[src/rtl/spi_prog_pkg.sv]
package spi_prog_pkg;
  typedef enum logic [2:0] {
    ST_IDLE,
    ST_LO,
    ST_HI,
    ST_TRAIL,
    ST_DONE
  } shift_state_t;

  localparam logic [7:0] REG_CMD     = 8'h00;
  localparam logic [7:0] REG_BITS    = 8'h01;
  localparam logic [7:0] REG_TX_BASE = 8'h10;
  localparam logic [7:0] REG_RX_BASE = 8'h20;
  localparam int         GO_BIT      = 2;
endpackage

[src/rtl/spi_prog_tick.sv]
module spi_prog_tick #(
  parameter int HALF_CYCLES = 2
) (
  input  logic clk,
  input  logic rst_n,
  input  logic en,
  output logic tick
);
  localparam int CW = (HALF_CYCLES > 1) ? $clog2(HALF_CYCLES) : 1;
  localparam logic [CW-1:0] LAST = CW'(HALF_CYCLES - 1);

  logic [CW-1:0] cnt_q;

  assign tick = en && (cnt_q == LAST);

  always_ff @(posedge clk or negedge rst_n) begin
    if (!rst_n) begin
      cnt_q <= '0;
    end else if (!en || tick) begin
      cnt_q <= '0;
    end else begin
      cnt_q <= cnt_q + 1'b1;
    end
  end
endmodule

[src/rtl/spi_prog_regs.sv]
module spi_prog_regs
  import spi_prog_pkg::*;
#(
  parameter int TX_BYTES = 6,
  parameter int RX_BYTES = 10,
  parameter int CNT_W    = 8
) (
  input  logic                    clk,
  input  logic                    rst_n,
  input  logic                    req_valid,
  output logic                    req_ready,
  input  logic                    req_write,
  input  logic [7:0]              req_addr,
  input  logic [7:0]              req_wdata,
  output logic                    rsp_valid,
  input  logic                    rsp_ready,
  output logic [7:0]              rsp_rdata,
  input  logic                    busy,
  input  logic [RX_BYTES*8-1:0]   rx_bits,
  output logic [TX_BYTES*8-1:0]   tx_bits,
  output logic [CNT_W-1:0]        bit_count,
  output logic                    go
);
  logic       accept;
  logic [7:0] tx_q [TX_BYTES];
  logic [7:0] rd_mux;

  assign req_ready = !rsp_valid;
  assign accept    = req_valid && req_ready;

  // go pulse: only when idle, bit set, and a nonzero length is loaded
  assign go = accept && req_write && (req_addr == REG_CMD) &&
              req_wdata[GO_BIT] && !busy && (bit_count != '0);

  always_ff @(posedge clk or negedge rst_n) begin
    if (!rst_n) begin
      bit_count <= '0;
    end else if (accept && req_write && req_addr == REG_BITS) begin
      bit_count <= CNT_W'(req_wdata);
    end
  end

  for (genvar i = 0; i < TX_BYTES; i++) begin : g_tx
    always_ff @(posedge clk or negedge rst_n) begin
      if (!rst_n) begin
        tx_q[i] <= '0;
      end else if (accept && req_write && req_addr == REG_TX_BASE + 8'(i)) begin
        tx_q[i] <= req_wdata;
      end
    end
    assign tx_bits[8*i +: 8] = tx_q[i];
  end

  always_comb begin
    rd_mux = '0;
    if (req_addr == REG_CMD) begin
      rd_mux[GO_BIT] = busy;
    end else if (req_addr == REG_BITS) begin
      rd_mux = 8'(bit_count);
    end
    for (int i = 0; i < TX_BYTES; i++) begin
      if (req_addr == REG_TX_BASE + 8'(i)) rd_mux = tx_q[i];
    end
    for (int i = 0; i < RX_BYTES; i++) begin
      if (req_addr == REG_RX_BASE + 8'(i)) rd_mux = rx_bits[8*i +: 8];
    end
  end

  always_ff @(posedge clk or negedge rst_n) begin
    if (!rst_n) begin
      rsp_valid <= 1'b0;
      rsp_rdata <= '0;
    end else if (accept && !req_write) begin
      rsp_valid <= 1'b1;
      rsp_rdata <= rd_mux;
    end else if (rsp_ready) begin
      rsp_valid <= 1'b0;
    end
  end
endmodule

[src/rtl/spi_prog_engine.sv]
module spi_prog_engine
  import spi_prog_pkg::*;
#(
  parameter int TX_BYTES = 6,
  parameter int RX_BYTES = 10,
  parameter int CNT_W    = 8
) (
  input  logic                  clk,
  input  logic                  rst_n,
  input  logic                  start,
  input  logic [CNT_W-1:0]      start_bits,
  input  logic [TX_BYTES*8-1:0] tx_bits,
  input  logic                  tick,
  input  logic                  miso,
  output logic                  sck,
  output logic                  cs_n,
  output logic                  mosi,
  output logic                  busy,
  output logic                  run,
  output logic [RX_BYTES*8-1:0] rx_bits
);
  localparam int TXW      = TX_BYTES * 8;
  localparam int RXW      = RX_BYTES * 8;
  localparam int MAX_BITS = RXW;
  localparam int BC_W     = $clog2(MAX_BITS + 1);

  shift_state_t     state_q;
  logic [TXW-1:0]   txsh_q;
  logic [RXW-1:0]   rxsh_q;
  logic [BC_W-1:0]  left_q;
  logic [BC_W-1:0]  want;

  // length clamp to the receive bank size
  always_comb begin
    if (int'(start_bits) > MAX_BITS) want = BC_W'(MAX_BITS);
    else                             want = BC_W'(start_bits);
  end

  always_ff @(posedge clk or negedge rst_n) begin
    if (!rst_n) begin
      state_q <= ST_IDLE;
      txsh_q  <= '0;
      rxsh_q  <= '0;
      left_q  <= '0;
      sck     <= 1'b0;
      cs_n    <= 1'b1;
    end else begin
      case (state_q)
        ST_IDLE: begin
          if (start) begin
            txsh_q  <= tx_bits;
            rxsh_q  <= '0;
            left_q  <= want;
            cs_n    <= 1'b0;
            state_q <= ST_LO;
          end
        end
        ST_LO: begin
          if (tick) begin
            sck     <= 1'b1;
            rxsh_q  <= {rxsh_q[RXW-2:0], miso};
            left_q  <= left_q - 1'b1;
            state_q <= ST_HI;
          end
        end
        ST_HI: begin
          if (tick) begin
            sck <= 1'b0;
            if (left_q == '0) begin
              state_q <= ST_TRAIL;
            end else begin
              txsh_q  <= {txsh_q[TXW-2:0], 1'b0};
              state_q <= ST_LO;
            end
          end
        end
        ST_TRAIL: begin
          if (tick) begin
            cs_n    <= 1'b1;
            state_q <= ST_DONE;
          end
        end
        ST_DONE: state_q <= ST_IDLE;
        default: state_q <= ST_IDLE;
      endcase
    end
  end

  assign mosi    = (state_q == ST_IDLE) ? 1'b0 : txsh_q[TXW-1];
  assign busy    = (state_q != ST_IDLE);
  assign run     = (state_q == ST_LO) || (state_q == ST_HI) || (state_q == ST_TRAIL);
  assign rx_bits = rxsh_q;
endmodule

[src/rtl/spi_prog_shifter.sv]
module spi_prog_shifter
  import spi_prog_pkg::*;
#(
  parameter int TX_BYTES    = 6,
  parameter int RX_BYTES    = 10,
  parameter int CNT_W       = 8,
  parameter int HALF_CYCLES = 2
) (
  input  logic       clk,
  input  logic       rst_n,
  input  logic       req_valid,
  output logic       req_ready,
  input  logic       req_write,
  input  logic [7:0] req_addr,
  input  logic [7:0] req_wdata,
  output logic       rsp_valid,
  input  logic       rsp_ready,
  output logic [7:0] rsp_rdata,
  output logic       spi_sck,
  output logic       spi_cs_n,
  output logic       spi_mosi,
  input  logic       spi_miso
);
  logic                  eng_busy;
  logic                  eng_run;
  logic                  eng_tick;
  logic                  go;
  logic [CNT_W-1:0]      bit_count;
  logic [TX_BYTES*8-1:0] tx_bits;
  logic [RX_BYTES*8-1:0] rx_bits;

  spi_prog_regs #(
    .TX_BYTES(TX_BYTES), .RX_BYTES(RX_BYTES), .CNT_W(CNT_W)
  ) u_regs (
    .clk(clk), .rst_n(rst_n),
    .req_valid(req_valid), .req_ready(req_ready), .req_write(req_write),
    .req_addr(req_addr), .req_wdata(req_wdata),
    .rsp_valid(rsp_valid), .rsp_ready(rsp_ready), .rsp_rdata(rsp_rdata),
    .busy(eng_busy), .rx_bits(rx_bits), .tx_bits(tx_bits),
    .bit_count(bit_count), .go(go)
  );

  spi_prog_tick #(.HALF_CYCLES(HALF_CYCLES)) u_tick (
    .clk(clk), .rst_n(rst_n), .en(eng_run), .tick(eng_tick)
  );

  spi_prog_engine #(
    .TX_BYTES(TX_BYTES), .RX_BYTES(RX_BYTES), .CNT_W(CNT_W)
  ) u_engine (
    .clk(clk), .rst_n(rst_n), .start(go), .start_bits(bit_count),
    .tx_bits(tx_bits), .tick(eng_tick), .miso(spi_miso),
    .sck(spi_sck), .cs_n(spi_cs_n), .mosi(spi_mosi),
    .busy(eng_busy), .run(eng_run), .rx_bits(rx_bits)
  );
endmodule

[config.mk]
export PLATFORM = sky130hd
export DESIGN_NAME = spi_prog_shifter
export DESIGN_NICKNAME = d
export VERILOG_FILES = /design/src/rtl/spi_prog_pkg.sv /design/src/rtl/spi_prog_tick.sv /design/src/rtl/spi_prog_regs.sv /design/src/rtl/spi_prog_engine.sv /design/src/rtl/spi_prog_shifter.sv
export SDC_FILE = /design/constraint.sdc
export NUM_CORES = 1
export LEC_CHECK = 0
export CORE_AREA = 2 2 137 139
export CTS_BUF_LIST = sky130_fd_sc_hd__clkbuf_2 sky130_fd_sc_hd__clkbuf_4 sky130_fd_sc_hd__clkbuf_8
export CTS_CLUSTER_SIZE = 28
export DETAILED_ROUTE_END_ITERATION = 12
export DIE_AREA = 0 0 139 141
export PLACE_DENSITY = 0.71
export SYNTH_ARGS = -nofsm -noshare
export SYNTH_HDL_FRONTEND = slang
export SYNTH_SLANG_ARGS = --single-unit
[constraint.sdc]
create_clock -name clk -period 3.1 [get_ports clk]
set_input_delay 0.31 -clock clk [delete_from_list [all_inputs] [get_ports clk]]
set_output_delay 0.31 -clock clk [all_outputs]
set_load 0.02 [all_outputs]
==> metrics.md, run 1 <==
| Metric | Value |
|---|---|
| Most common cell after layout, fill and taps aside | dfrtp_1 |
| R2R cell count | 8 |
| Largest net degree at the start of global routing | 101 |
| Cells on Worst Hold Path | 2 |
| TNS Setup | 0 ps |
| Antenna Violating Nets Remaining | 0 |
| Distinct cells, synth | 64 |
| Syn_area_per_cell | 10.88 um^2 |
| Core Box Area | 18270 um^2 |
| Top cells by area, synth | dfrtp_1 (52%), a22o_1 (7.2%), mux2_2 (6.9%) |
| Slew Viols, Final | 0 |
| Setup Crit Path Kind | flip-flop to flip-flop |
| CTS Sinks | 206 |
| Die ar. | 19600 um^2 |
| Yosys top cell area share | 52.37% |
| Reg2Reg Setup Slack | 690 ps |
| Die X | 139 um |
| Initial antenna violation count | 1 |
| Synth async-reset ratio | 100.0% |
| Syn-to-layout area delta | 15.24% |
| Worst VDD drop | 0.3835 mV |
| Clock skew | 12.17 ps |
| Min-delay src | rsp_ready |
| Dpl hpwl | 17930 um |
| Status | finished clean |
| Cells after Synth | 900 |
| RSZ-0062 raised after global routing | no |
| Layout cells sized above 1 | 18.93% |
| Post-Syn Area | 9796 um^2 |
| First-iteration detailed-routing DRC count | 916 |
| Final period util | 77.80% |
| Power density cells | 496.3 nW/um^2 |
| Total gr overflow | 0 |
| Post-CTS resize count | 0 |
| Placer Congestion | 1.032 |
| Synthesized Nets | 923 |
| Port bufs | 34 |
| Slew HR | 42.70% |
| Initial Util | 53.62% |
| Hold buffers post-CTS | 1 |
| Num CTS Buffers | 35 |
| Worst Hold Slack | 379.4 ps |
| Drt total wl | 26370 um |
| Clock buffer depth | 3 |
| First-pass GRT wire length | 42640 um |
| Post-synth EDFFs | 0 |
| Max Freq | 414.7 MHz |
| Leakage power | 4.791 nW |
| Startpoint Class | flip-flop |
| CTS tree | done |
| Worst Path Required | 3470 ps |
| Chip Height | 141 um |
| Clock period minus worst slack | 2412 ps |
| Worst Setup End Kind | flip-flop |
| Htree depth | 2 |
| Slew at the pin closest to its max-slew limit | 859.5 ps |
| Drt pass-1 iters | 5 |
| Via count | 7736 |
| Synth Warn # | 0 |
| Global Route Usage Sum | 27.35% |
| Via-to-Cell Ratio | 6.409 |
| Worst Hold End | u_regs.rsp_valid |
| Post-CTS Setup Inserts | 0 |
| Most frequent cells in the layout | dfrtp_1 (205), nor2_1 (87), a22o_1 (81), a21oi_1 (73), mux2_2 (60) |
| Hold Crit Class | input pin to flip-flop |
| Final hold violations | 0 |
| Clk Latency, worst-skew pair | 520 ps |
| Crit path arrival time | 2780 ps |
| # setup viols final | 0 |
| CP max FO | 94 |
| R2R Path End | u_engine.left_q[2] |
| Vias in the first global route | 7565 |
| Max cap viols | 0 |
| Worst-path clk slew | 60 ps |
| Io pins | 35 |
| Row count | 50 |
| DRC | 0 |
| R2R Path Start | u_engine.state_q[0] |
| Yosys top cell by area | dfrtp_1 |
| Clock root buffer master | clkbuf_8 |
| Main flop type after synthesis | dfrtp_1 |
| # nets final | 972 |
| Register bit total from synthesis | 206 |
| WL/cell | 21.85 um |
| Sequential-to-total area share from yosys stat | 52.64% |
-- where the power goes --
group	switching, mW	internal [mW]
sequential	0.0283	2.72
combinational	0.217	0.125
clock	1.07	1.44
-- synth_stat cells, types with 4 or more instances --
master / n
nand4_1: 9
buf_2: 16
a22o_1: 81
mux2i_1: 53
buf_1: 5
dfrtp_1: 205
nand3_1: 17
nor2b_1: 7
a32oi_1: 6
and3_1: 4
a31oi_1: 7
nor3_1: 16
inv_1: 10
clkbuf_1: 44
nand2b_1: 7
nor2_1: 88
and2_1: 6
mux4_2: 4
a211oi_1: 4
a21oi_1: 73
o21ai_0: 49
o22ai_1: 8
nand2_1: 38
o221ai_1: 8
a211o_1: 5
mux2_2: 60
-- flip-flops by register name, summed over array words and instances, names as in the netlist --
| signal | cells |
|---|---|
| u_engine.rx_bits | 80 |
| u_engine.txsh_q | 48 |
| u_regs.tx_bits | 48 |
| u_regs.bit_count | 8 |
| u_regs.rsp_rdata | 8 |
| u_engine.left_q | 7 |
| u_engine.state_q | 3 |
| u_engine.cs_n | 1 |
| u_engine.sck | 1 |
| u_regs.rsp_valid | 1 |
| u_tick.cnt_q | 1 |
-- worst max-delay path, cell delays in order, from the launching register on --
cell     delay [ps]
dfrtp_1         500
nor3_1          190
buf_4           180
nand3_1          80
a311o_1         420
a211o_2         350
buf_12          220
o21ai_0         210
o21ai_0         120
-- how the worst max path moves through the flow --
stage / slack [ps] / endpoint / start
after floorplan: 830 / u_engine.rx_bits[19] / u_regs.rsp_valid
after global placement: 330 / u_regs.tx_bits[23] / req_addr[7]
after detailed placement: 260 / u_engine.left_q[1] / req_addr[7]
after CTS: 690 / u_engine.left_q[1] / u_regs.rsp_valid
after global routing: 550 / u_engine.left_q[1] / u_engine.state_q[0]
final: 690 / u_engine.left_q[2] / u_engine.state_q[0]
-- metal layers --
| metal | GRT usage, % | up-vias | routed length (um) |
|---|---|---|---|
| met4 | 10.90 | 0 | 892 |
| met5 | 0 | - | 0 |
| li1 | - | 3469 | - |
| met1 | 39.33 | 3824 | 11380 |
| met2 | 41.35 | 362 | 11910 |
| met3 | 5.231 | 81 | 2190 |
-- cell families after synthesis --
family / after synthesis / share of synthesized area (%)
adders and majority gates: 1 / 0.1277
muxes: 117 / 13.23
AOI/OAI and AO/OA: 283 / 20.00
DFF: 206 / 52.64
buffers and inverters: 75 / 3.078
and+or+nand+nor: 218 / 10.92
-- layout make-up --
class	count	area, um^2
sequential	206	5156
timing repair buffer	77	709.4
inverter	10	37.54
fill	1529	6979
multi-input combinational	619	4359
clock buffer	56	708.2
clock inverter	4	22.52
antenna	1	2.502
tap	234	292.8
-- per-stage QoR --
stage	setup WS [ps]	power, mW	std cells	cell area, um^2	util, %
floorplan	835.0	2.927	900	9796	-
global placement	331.8	3.128	1145	10550	57.73
detailed placement	264.0	3.131	1145	10550	57.73
CTS	691.2	5.655	1206	11290	61.78
global route	551.9	5.807	1206	11290	61.78
finish	688.3	5.603	1207	11290	61.79
(Power assumes the default switching activity.)
==> inputs of run 2 (changes only) <==
PLACE_DENSITY = 0.74   (was 0.71)
clock period = 2.21 ns   (was 3.1 ns; I/O delays follow)
==> run 2 against run 1 <==
Critical path depth down 2. Cell count up 5.6%. Final area up 5.8%. Power up 47%. Highest routed layer unchanged.
==> metrics.md, run 2 (synthesized netlist as in run 1, its figures left out) <==
| Metric | Value |
|---|---|
| Status | finished clean |
| Post-CTS Setup Inserts | 0 |
| Finished layout cell area | 11940 um^2 |
| Via-to-Cell Ratio | 6.325 |
| Die X | 139 um |
| Slew Viols, Final | 0 |
| Place WS | -410.8 ps |
| Startpoint Class | flip-flop |
| CTS tree | done |
| Drt total wl | 27560 um |
| Crit-path leading delay family | compound AO/OA/AOI/OAI gates |
| Initial Util | 53.62% |
| Dpl hpwl | 19340 um |
| Placed Cells | 1209 |
| Worst VDD drop | 0.5104 mV |
| First-iteration detailed-routing DRC count | 830 |
| CP max FO | 40 |
| Io pins | 35 |
| Setup Crit Path Kind | flip-flop to flip-flop |
| Final hold violations | 0 |
| Crit path arrival time | 2540 ps |
| Final period util | 96.73% |
| Clock root buffer master | clkbuf_8 |
| Worst Path Required | 2610 ps |
| Via count | 8064 |
| Post-route setup slack | 72.34 ps |
| R2R Path Start | u_regs.rsp_valid |
| Slew at the pin closest to its max-slew limit | 679.9 ps |
| Worst Setup End Kind | flip-flop |
| Slowest cell on crit path | dfrtp_1 |
| Initial antenna violation count | 0 |
| Final std cells w/o fill | 1275 |
| Most frequent cells in the layout | dfrtp_1 (205), buf_4 (97), nor2_1 (86), a22o_1 (81), a21oi_1 (72) |
| Row count | 50 |
| Largest net degree at the start of global routing | 60 |
| Leakage power | 5.174 nW |
| Max cap viols | 0 |
| First-pass GRT wire length | 44100 um |
| Syn-to-layout area delta | 21.89% |
| Htree depth | 2 |
| Vias in the first global route | 8030 |
| Placer Congestion | 1.054 |
| CP Cell Sequence | and3b_1 -> nand3_1 -> a311o_1 -> a211o_4 -> buf_12 -> a22o_1 |
| WL/cell | 21.61 um |
| Core Box Area | 18270 um^2 |
| DRC | 0 |
| Chip Height | 141 um |
| Clock buffer depth | 3 |
| Reg2Reg Setup Slack | 70 ps |
| R2R Path End | u_engine.rx_bits[22] |
| # nets final | 1038 |
| CTS Sinks | 206 |
| Ant. Diodes | 0 |
| Met2 usage in global routing | 45.16% |
| Power density cells | 691.8 nW/um^2 |
| Most common cell after layout, fill and taps aside | dfrtp_1 |
| Met3 Use GR | 5.435% |
| Total power | 8.260 mW |
| Slew HR | 53.50% |
| Clk Latency, worst-skew pair | 540 ps |
| Worst path bufs/invs | 1 |
| Num CTS Buffers | 37 |
| Die ar. | 19600 um^2 |
| Worst-path clk slew | 60 ps |
| Port bufs | 34 |
| Total gr overflow | 0 |
| Routing usage on met1 | 39.16% |
| # setup viols final | 0 |
| Clock period minus worst slack | 2138 ps |
| Global Route Usage Sum | 28.43% |
| Drt pass-1 iters | 5 |
| Antenna Violating Nets Remaining | 0 |
| Clock skew | 22.90 ps |
| Hold Crit Class | input pin to async pin |
| Layout cells sized above 1 | 24.78% |
| R2R cell count | 6 |
| Grt peak-use layer | met2 |
| Max Freq | 467.8 MHz |
| Filler Cells Inserted | 1415 |
| Max reg flops | 80 |
| Max incr delay on CP | 390 ps |
| Post-Place Cell Area | 11090 um^2 |
[run 2: metrics by stage]
step,hold slack (ps),TNS (ps),util (%)
6_report,200.9,0,65.36
3_5_place_dp,195.8,-52450,60.70
3_3_place_gp,193.3,-44660,60.70
4_1_cts,196.5,0,65.18
5_1_grt,223.7,-102.6,65.36
2_1_floorplan,-74.59,0,-
[run 2: how the worst max path moves through the flow]
| stage | from | to | slack [ps] | cells past startpoint |
|---|---|---|---|---|
| after floorplan | u_regs.rsp_valid | u_engine.rx_bits[40] | 20 | 8 |
| after global placement | req_addr[6] | u_regs.rsp_rdata[2] | -360 | 7 |
| after detailed placement | req_addr[6] | u_regs.rsp_rdata[2] | -410 | 7 |
| after CTS | u_regs.rsp_valid | u_engine.left_q[1] | 80 | 7 |
| after global routing | u_engine.left_q[0] | u_engine.txsh_q[38] | -30 | 9 |
| final | u_regs.rsp_valid | u_engine.rx_bits[22] | 70 | 6 |
[run 2: where the power goes]
group	switching, mW	total (mW)	internal, mW
Combinational	0.324	0.538	0.214
Sequential	0.0378	3.85	3.81
Clock	1.58	3.87	2.30
Total	1.94	8.26	6.32
[run 2: cell type report]
class,instances,area [um^2],area share [%]
Sequential cell,206,5156,43.18
Inverter,10,37.54,0.3144
Timing Repair Buffer,141,1254,10.50
Tap cell,234,292.8,2.452
Clock buffer,58,716.9,6.004
Clock inverter,7,92.59,0.7754
Multi-Input combinational cell,619,4390,36.77
[run 2: timing repair]
action,CTS,global route
setup endpoints to repair,1,84
resized for setup,1,8
endpoints found under the hold margin,41,0
hold buffers,1,0
pin swaps,0,1
gates cloned,0,0
[run 2: metal layers]
layer / vias up / wire (um)
li1: 3617 / -
met1: 4007 / 11960
met2: 346 / 12700
met3: 94 / 1935
met4: 0 / 959
met5: - / 0
==> inputs of run 3 (changes only) <==
CELL_PAD_IN_SITES_DETAIL_PLACEMENT = 0   (was unset)
CELL_PAD_IN_SITES_GLOBAL_PLACEMENT = 2   (was unset)
CORE_AREA = 2 2 162 164   (was 2 2 137 139)
DIE_AREA = 0 0 164 166   (was 0 0 139 141)
PLACE_DENSITY = 0.77   (was 0.74)
==> run 3 against run 2 <==
Maximum frequency increased by 0.14%. Largest power group unchanged. Die area increased by 39%. Combinational power is 4.6% higher. Critical path depth rose by 1. Sequential power hardly changed. Critical path type is now input pin to flip-flop. Highest routed layer unchanged. Sequential cell count unchanged.
==> metrics.md, run 3 (synthesized netlist as in run 1, its figures left out) <==
| Metric | Value |
|---|---|
| Port bufs | 34 |
| Worst VDD drop | 0.4497 mV |
| Slew HR | 60.37% |
| Io pins | 35 |
| Sw Pwr | 2.052 mW |
| Ant. Diodes | 0 |
| R2R Path End | u_engine.left_q[1] |
| Final period util | 96.59% |
| Sw Ratio | 24.38% |
| # nets final | 1048 |
| TNS Setup | 0 ps |
| Initial Util | 38.24% |
| Placer Congestion | 0.8874 |
| Reg2Reg Setup Slack | 90 ps |
| Status | finished clean |
| Largest net degree at the start of global routing | 82 |
| Via count | 7937 |
| Vias in the first global route | 7752 |
| Via-to-Cell Ratio | 5.722 |
| Clock Power Share | 47.5% |
| Clock buffer depth | 3 |
| Dpl hpwl | 21290 um |
| Filler Cells Inserted | 2377 |
| Clock period minus worst slack | 2135 ps |
| Num CTS Buffers | 38 |
| Finished layout cell area | 12140 um^2 |
| Most common cell after layout, fill and taps aside | dfrtp_1 |
| Leakage power | 5.208 nW |
| Final hold violations | 0 |
| Worst Hold Slack | 247.2 ps |
| CTS tree | done |
| First-pass GRT wire length | 47220 um |
| Htree depth | 2 |
| Slew Viols, Final | 0 |
| # setup viols final | 0 |
| CTS Sinks | 206 |
| Drt pass-1 iters | 6 |
| Setup Crit Path Kind | input pin to flip-flop |
| Worst-path clk slew | 60 ps |
| Total gr overflow | 0 |
| Final std cells w/o fill | 1387 |
| RSZ-0062 raised after global routing | no |
| Hold Crit Class | input pin to async pin |
| Worst Path Required | 2660 ps |
| Clk Latency, worst-skew pair | 540 ps |
| Row count | 59 |
| Startpoint Class | input pin |
| First-iteration detailed-routing DRC count | 760 |
| Combinational share of power | 6.7% |
| Core Box Area | 25620 um^2 |
| Post-Place Cell Area | 11250 um^2 |
| Slowest cell on crit path | or4b_2 |
| Most frequent cells in the layout | dfrtp_1 (205), buf_4 (106), nor2_1 (87), a22o_1 (81), a21oi_1 (73) |
| Sequential power share | 45.8% |
| Fin util | 47.41% |
| R2R Path Start | u_regs.rsp_valid |
| Max reg flops | 80 |
| Slew at the pin closest to its max-slew limit | 594.4 ps |
| Die ar. | 27220 um^2 |
| Drt total wl | 30190 um |
| Max Freq | 468.4 MHz |
| Clock root buffer master | clkbuf_8 |
| Clock skew | 20.46 ps |
| CP max FO | 5 |
| Worst Setup End Kind | flip-flop |
| Max cap viols | 0 |
| Placed Cells | 1318 |
| WL/cell | 21.77 um |
| Layout cells sized above 1 | 25.67% |
| Internal power | 6.365 mW |
| Antenna Violating Nets Remaining | 0 |
| Syn-to-layout area delta | 23.97% |
| Global Route Usage Sum | 22.46% |
| Chip Height | 166 um |
| DRC | 0 |
| Crit path arrival time | 2580 ps |
| Initial antenna violation count | 0 |
| Power density cells | 693.1 nW/um^2 |
| Max incr delay on CP | 770 ps |
| R2R cell count | 7 |
| Die X | 164 um |
| CP Cell Sequence | clkdlybuf4s50_1 -> or4b_2 -> or3_1 -> o21ai_0 -> a211o_1 -> a31oi_1 -> o221ai_1 |
## run 3: what timing repair did
action,4_1_cts,5_1_grt
resized for setup,1,12
buffers inserted,0,1
pin swaps,0,1
endpoints found under the setup margin,1,138
hold endpoints to repair,56,0
hold buffers,1,0
## run 3: power groups by stage
stage	clock network [mW]	logic [mW]	registers [mW]
after floorplan	0	0.186	3.92
after global placement	0	0.561	3.92
after detailed placement	0	0.558	3.92
after CTS	4.08	0.564	3.85
after global routing	4.26	0.609	3.85
final	4.00	0.563	3.85
## run 3: metrics by stage
stage | total power, mW | setup slack [ps]
2_1_floorplan | 4.106 | 19.57
3_3_place_gp | 4.481 | -694.8
3_5_place_dp | 4.478 | -585.4
4_1_cts | 8.495 | 14.67
5_1_grt | 8.720 | 0.3348
6_report | 8.417 | 75.29
## run 3: cell type report
cell class / instances / area, um^2 / area share [%]
Inverter: 10 / 37.54 / 0.3091
Clock inverter: 10 / 108.9 / 0.8964
Sequential cell: 206 / 5156 / 42.46
Timing Repair Buffer: 150 / 1303 / 10.73
Multi-Input combinational cell: 619 / 4398 / 36.21
Clock buffer: 57 / 721.9 / 5.945
Tap cell: 335 / 419.2 / 3.451
## run 3: per-layer routing
metal,routed length (um),track usage (%),vias to the layer above
li1,-,-,3633
met1,14400,33.70,3975
met2,13430,33.41,264
met5,0,0,-
met4,816,6.827,0
met3,1546,3.497,65
## run 3: critical path: cells and delay by family
kind / cells / cell delay (ps)
compound gates: 4 / 620
buf+inv: 1 / 510
simple gates: 2 / 1220
## run 3: worst max path at each step
stage / start / to / slack (ps) / depth (start not counted)
2_1_floorplan: u_regs.rsp_valid / u_engine.rx_bits[40] / 20 / 8
3_3_place_gp: req_addr[6] / u_regs.rsp_rdata[4] / -690 / 8
3_5_place_dp: req_addr[6] / u_regs.rsp_rdata[4] / -590 / 8
4_1_cts: u_engine.state_q[2] / u_engine.rx_bits[61] / 10 / 7
5_1_grt: u_engine.state_q[2] / u_engine.left_q[6] / 0.3 / 8
6_report: req_addr[6] / u_regs.rsp_rdata[2] / 80 / 7
